--- src/rtl/pad_pkg.sv ---
package pad_pkg;

  typedef enum logic [1:0] {
    WS_ZZ = 2'd0,
    WS_RZ = 2'd1,
    WS_ZR = 2'd2,
    WS_SR = 2'd3
  } wsel_e;

  localparam logic [1:0] KM_3S1 = 2'd0;
  localparam logic [1:0] KM_3S2 = 2'd1;

  function automatic logic has_left_pad(input logic [1:0] mode);
    return (mode == KM_3S1) || (mode == KM_3S2);
  endfunction

  function automatic logic has_right_pad(input logic [1:0] mode);
    return mode == KM_3S1;
  endfunction

endpackage

--- src/rtl/pad_seq.sv ---
module pad_seq
  import pad_pkg::*;
#(
  parameter int WORDS  = 4,
  parameter int COLS   = 3,
  parameter int ITER_W = 4
) (
  input  logic              clk_i,
  input  logic              rst_ni,
  input  logic              start_i,
  input  logic              step_req_i,
  input  logic [1:0]        mode_i,
  input  logic [ITER_W-1:0] cur_i,
  input  logic [ITER_W-1:0] total_i,
  output wsel_e             sel_o,
  output logic              active_o,
  output logic              step_o
);

  localparam int WW = (WORDS > 1) ? $clog2(WORDS) : 1;
  localparam int CW = $clog2(COLS + 2);

  logic          active_q;
  logic [1:0]    mode_q;
  logic          top_q;
  logic          ghost_q;
  logic [CW-1:0] col_q;
  logic [WW-1:0] word_q;

  logic          lpad, rpad, pad_col, last_word, last_col_hit;
  logic [CW-1:0] last_col;

  always_comb begin
    lpad         = has_left_pad(mode_q);
    rpad         = has_right_pad(mode_q);
    last_col     = CW'(COLS - 1) + CW'(lpad) + CW'(rpad);
    pad_col      = (lpad && col_q == '0) || (rpad && col_q == last_col);
    last_word    = (word_q == WW'(WORDS - 1));
    last_col_hit = (col_q == last_col);
  end

  always_comb begin
    if (!active_q || ghost_q || pad_col) sel_o = WS_ZZ;
    else if (top_q && lpad)              sel_o = (word_q == '0) ? WS_ZR : WS_SR;
    else                                 sel_o = WS_RZ;
  end

  assign step_o   = step_req_i && !start_i && active_q;
  assign active_o = active_q;

  always_ff @(posedge clk_i or negedge rst_ni) begin
    if (!rst_ni) begin
      active_q <= 1'b0;
      mode_q   <= '0;
      top_q    <= 1'b0;
      ghost_q  <= 1'b0;
      col_q    <= '0;
      word_q   <= '0;
    end else if (start_i) begin
      active_q <= 1'b1;
      mode_q   <= mode_i;
      top_q    <= (cur_i == '0);
      ghost_q  <= (cur_i >= total_i);
      col_q    <= '0;
      word_q   <= '0;
    end else if (step_o) begin
      if (last_word) begin
        word_q <= '0;
        if (last_col_hit) active_q <= 1'b0;
        else              col_q    <= col_q + 1'b1;
      end else begin
        word_q <= word_q + 1'b1;
      end
    end
  end

endmodule

--- src/rtl/pad_window.sv ---
module pad_window
  import pad_pkg::*;
#(
  parameter int PIX_W = 8,
  parameter int LANES = 4
) (
  input  logic                       clk_i,
  input  logic                       rst_ni,
  input  logic                       clear_i,
  input  logic                       step_i,
  input  wsel_e                      sel_i,
  input  logic [LANES*PIX_W-1:0]     word_i,
  output logic [(LANES+1)*PIX_W-1:0] win_o,
  output logic                       valid_o
);

  localparam int REGS = LANES + 1;

  logic [PIX_W-1:0] win_q [REGS];
  logic [PIX_W-1:0] nxt   [REGS];

  for (genvar k = 0; k < REGS; k++) begin : g_reg
    logic [PIX_W-1:0] rz_val, sh_val;
    if (k < LANES) begin : g_rz
      assign rz_val = word_i[k*PIX_W +: PIX_W];
    end else begin : g_rz_tail
      assign rz_val = '0;
    end
    if (k > 0) begin : g_sh
      assign sh_val = word_i[(k-1)*PIX_W +: PIX_W];
    end else begin : g_sh_head
      // register 0: zero for a leading pad, carried tail pixel otherwise
      assign sh_val = (sel_i == WS_SR) ? win_q[LANES] : '0;
    end

    always_comb begin
      unique case (sel_i)
        WS_RZ:        nxt[k] = rz_val;
        WS_ZR, WS_SR: nxt[k] = sh_val;
        default:      nxt[k] = '0;
      endcase
    end

    always_ff @(posedge clk_i or negedge rst_ni) begin
      if (!rst_ni)      win_q[k] <= '0;
      else if (clear_i) win_q[k] <= '0;
      else if (step_i)  win_q[k] <= nxt[k];
    end

    assign win_o[k*PIX_W +: PIX_W] = win_q[k];
  end

  always_ff @(posedge clk_i or negedge rst_ni) begin
    if (!rst_ni)      valid_o <= 1'b0;
    else if (clear_i) valid_o <= 1'b0;
    else              valid_o <= step_i;
  end

endmodule

--- src/rtl/pad_loader.sv ---
module pad_loader
  import pad_pkg::*;
#(
  parameter int PIX_W  = 8,
  parameter int LANES  = 4,
  parameter int WORDS  = 4,
  parameter int COLS   = 3,
  parameter int ITER_W = 4
) (
  input  logic                       clk_i,
  input  logic                       rst_ni,
  input  logic                       slice_start_i,
  input  logic [1:0]                 mode_i,
  input  logic [ITER_W-1:0]          cur_iter_i,
  input  logic [ITER_W-1:0]          total_iter_i,
  input  logic                       ctrl_rd_en_i,
  input  logic [LANES*PIX_W-1:0]     buf_word_i,
  output logic                       buf_rd_en_o,
  output logic [1:0]                 wsel_o,
  output logic [(LANES+1)*PIX_W-1:0] win_o,
  output logic                       win_valid_o
);

  wsel_e sel;
  logic  active;
  logic  step;

  pad_seq #(
    .WORDS  (WORDS),
    .COLS   (COLS),
    .ITER_W (ITER_W)
  ) u_seq (
    .clk_i      (clk_i),
    .rst_ni     (rst_ni),
    .start_i    (slice_start_i),
    .step_req_i (ctrl_rd_en_i),
    .mode_i     (mode_i),
    .cur_i      (cur_iter_i),
    .total_i    (total_iter_i),
    .sel_o      (sel),
    .active_o   (active),
    .step_o     (step)
  );

  pad_window #(
    .PIX_W (PIX_W),
    .LANES (LANES)
  ) u_win (
    .clk_i   (clk_i),
    .rst_ni  (rst_ni),
    .clear_i (slice_start_i),
    .step_i  (step),
    .sel_i   (sel),
    .word_i  (buf_word_i),
    .win_o   (win_o),
    .valid_o (win_valid_o)
  );

  // zero-only steps never touch the buffer
  assign buf_rd_en_o = step && (sel != WS_ZZ);
  assign wsel_o      = sel;

endmodule

--- config.mk ---
export PLATFORM = sky130hd
export DESIGN_NAME = pad_loader
export DESIGN_NICKNAME = d
export VERILOG_FILES = /design/src/rtl/pad_pkg.sv /design/src/rtl/pad_seq.sv /design/src/rtl/pad_window.sv /design/src/rtl/pad_loader.sv
export SDC_FILE = /design/constraint.sdc
export NUM_CORES = 1
export LEC_CHECK = 0
export ABC_CLOCK_PERIOD_IN_PS = 5700
export BUFFER_PORTS_ARGS = -buffer_cell sky130_fd_sc_hd__buf_2
export CAP_MARGIN = 20
export CORE_MARGIN = 4
export CORE_UTILIZATION = 45
export CTS_CLUSTER_DIAMETER = 200
export CTS_CLUSTER_SIZE = 30
export DETAILED_ROUTE_END_ITERATION = 16
export PLACE_DENSITY_LB_ADDON = 0.1
export RECOVER_POWER = 100
export SLEW_MARGIN = 20
export SYNTH_ARGS = -nofsm -noshare
export SYNTH_HDL_FRONTEND = slang
export SYNTH_SLANG_ARGS = --single-unit
--- constraint.sdc ---
create_clock -name clk_i -period 5.7 [get_ports clk_i]
set_clock_uncertainty 0.2 [all_clocks]
set_input_delay 0.855 -clock clk_i [delete_from_list [all_inputs] [get_ports clk_i]]
set_output_delay 0.855 -clock clk_i [all_outputs]
set_load 0.1 [all_outputs]
==> flow_summary.yaml <==
floorplanning:
  initial_core_util_pct: 46.72
  num_io_pins: 90
  core_area_um2: 5956
  die_w_um: 86.64
  die_h_um: 86.64
  dieArea_um2: 7506
  row_count: 28
setup_path:
  cpMaxStageDelayCell: "a21oi_1"
  crit_type: "register to primary output"
  cp_num_cells: 7
  crit_arrival_ps: 3580
  cp_common_cell: "a21oi_1"
  crit_path_max_incr_delay_ps: 1030
  required_ps: 4640
  crit_path_start_kind: "register"
  rr_endpoint: "u_win.win_o[36]"
  cp_cell_sequence: "inv_1, ha_1, a21oi_1, buf_4, nand2_1, a21oi_1, clkbuf_1"
  path_delay_family: "buffers and inverters"
  reg2reg_from: "u_seq.col_q[0]"
  ff2ff_path_depth: 6
  crit_path_end_kind: "primary output"
  reg2reg_slack_ps: 2800
  cp_num_buf_inv: 3
  cp_max_fo: 19
synth:
  ys_seq_area_share_pct: 45.86
  synth_cell_type_count: 30
  synth_area_leaders: "dfrtp_1, mux2_2, nand4_1"
  synth_common_cells: "dfrtp_1, nand2_1, a21oi_1"
  syn_avg_cell_area_um2: 9.798
  synth_top_area_share_pct: 45.86
  synth_ff_type: "dfrtp_1"
  syn_nets: 338
  synth_area_um2: 2783
  synth_edf_count: 0
  synth.most_common_cell: "dfrtp_1"
  yosysTopAreaCell: "dfrtp_1"
  ys_warn_count: 0
  async_flop_share_pct: 100.0
  ys_ff_latch: 51
  syn_inst: 284
cells_and_area:
  ff_latch_area_um2: 1276
  drive_above_1_share_pct: 26.32
  area_delta_synth_final_pct: 18.17
  layout.cells.non_filler: 436
  final_cell_area_um2: 3288
  final_nets: 414
  antenna_cells: 0
  multiInputGateArea_um2: 1364
  fill_cells: 590
placement:
  gp_congestion: 0.7781
  placed_area_um2: 3253
  place_inst: 428
  dp_hpwl_um: 5217
  port_buffers: 89
sta:
  worst_slew_pin_slew_ps: 2729
  slew_headroom_pct: -81.92
  period_minus_slack_ps: 4632
  rsz0062_at_grt: "no"
  fin_hold_ws_ps: 313.7
  max_freq_mhz: 215.9
  hold_viol: 0
  min_period_over_period_pct: 81.26
  setup_violations: 0
  slew_violations: 139
  tns_ps: 0
clocking:
  clk_pin_slew_worst_paths_ps: 90
  cts_inserted_buffers: 5
  clk_latency_ps: 300
  h-tree-depth: 2
  clk_path_buf_depth: 2
  cts_setup_buffers: 0
  cts-root-buf: "clkbuf_8"
  cts_sinks: 51
  cts-resized-gates: 0
  cts_hold_buf: 0
  cts_tree: "done"
worst_hold_path:
  whs_path_depth: 2
  min_to: "u_seq.ghost_q"
  min_from: "u_seq.ghost_q"
  hold_class: "register to register"
grt:
  grt_overflow: 0
  grt_pass1_vias: 2374
  grt_max_degree: 52
  grt_usage_pct: 20.32
  antenna_found_initial: 0
  grt_first_pass_wirelength_um: 11990
routing:
  wl_per_cell_um: 16.99
  drt_wl_total_um: 7407
  drc_errors: 0
  drtPass1Iterations: 4
  drt-initial-drc-count: 199
  num_vias: 2406
  ant_nets: 0
  vias_per_cell: 5.518
pwr:
  p_seq_share_pct: 47.4
  switching_share_pct: 34.20
  power.share.clock_pct: 27.9
  ir_worst_vdd_mv: 0.1223
  p_per_area_nw_per_um2: 246.6
  power_switching_mw: 0.2773
  internal-power_mw: 0.5335
  combPwrFrac_pct: 24.7
  power.leakage_nw: 1.418
  total_power_mw: 0.8108
run_status:
  violations: "max-capacitance violations, max-slew violations"
  outcome: "finished, violations left"
run:
  drv_cap: 3
[state kept, by name (all words and copies together), names as in the netlist]
signal / count
u_win.win_o: 40
u_seq.col_q: 3
u_seq.mode_q: 2
u_seq.word_q: 2
u_seq.active_o: 1
u_seq.ghost_q: 1
u_seq.top_q: 1
u_win.valid_o: 1
[power by group through the flow]
stage	registers, mW	logic (mW)	clock network (mW)
floorplan	0.462	0.0762	0
global placement	0.391	0.205	0
detailed placement	0.391	0.206	0
CTS	0.384	0.206	0.233
global route	0.386	0.216	0.250
finish	0.384	0.200	0.226
[worst max-delay path by stage]
stage	start	endpoint
after floorplan	slice_start_i	buf_rd_en_o
after global placement	u_seq.col_q[0]	buf_rd_en_o
after detailed placement	u_seq.col_q[0]	buf_rd_en_o
after CTS	u_seq.col_q[0]	buf_rd_en_o
after global routing	u_seq.col_q[0]	wsel_o[0]
final	u_seq.col_q[0]	wsel_o[0]
[placed cells by master (no fill, tap or decap)]
cell type  count
dfrtp_1       51
clkbuf_1      47
buf_2         45
nand2_1       39
a21oi_1       38
mux2_2        36
nand4_1       32
inv_1          9
a22o_1         8
nor2b_1        8
ha_1           8
clkbuf_8       7
nor2_1         6
nand2b_1       4
nor3_1         3
buf_4          3
o21ai_0        2
mux2i_1        2
nor2b_2        1
or4b_4         1
o21a_2         1
and3_1         1
and2_1         1
and4_4         1
nand3b_1       1
a211oi_1       1
o2111ai_1      1
or3_1          1
a21o_1         1
nor4_1         1
a221o_1        1
[metrics by stage]
step                      worst slack (ps)  utilization (%)
after floorplan                       1296                -
after global placement                2241            54.62
after detailed placement              2211            54.62
after CTS                             1870            56.30
after global routing                 838.7            55.21
final                                 1068            55.21
[routing by layer]
layer | track usage [%] | part of all wire [%] | vias up
met5 | 0 | 0 | -
met4 | 4.533 | 0.74 | 0
met3 | 4.563 | 6.3 | 6
met2 | 31.08 | 47 | 71
met1 | 29.52 | 46 | 1158
li1 | - | - | 1171
[tightest hold or removal path, stage by stage, from the launching register on]
cell     delay, ps
dfrtp_1        360
mux2i_1         60
o21ai_0         60
[cells by family (layout without fill, tap and decap cells)]
group / count (synthesis) / in the layout / synth area share [%]
AOI/OAI and AO/OA: 53 / 53 / 11.20
adders and majority gates: 8 / 8 / 3.597
buffers and inverters: 34 / 111 / 5.260
DFF: 51 / 51 / 45.86
muxes: 38 / 38 / 15.29
and+or+nand+nor: 100 / 100 / 18.79
[cell type report]
| type | instances | area share (%) |
|---|---|---|
| multi-input combinational | 199 | 41.48 |
| sequential | 51 | 38.81 |
| timing repair buffer | 94 | 12.79 |
| clock buffer | 8 | 3.044 |
| tap | 75 | 2.854 |
| inverter | 9 | 1.027 |
Note: power is estimated with default switching activity, not from simulation.
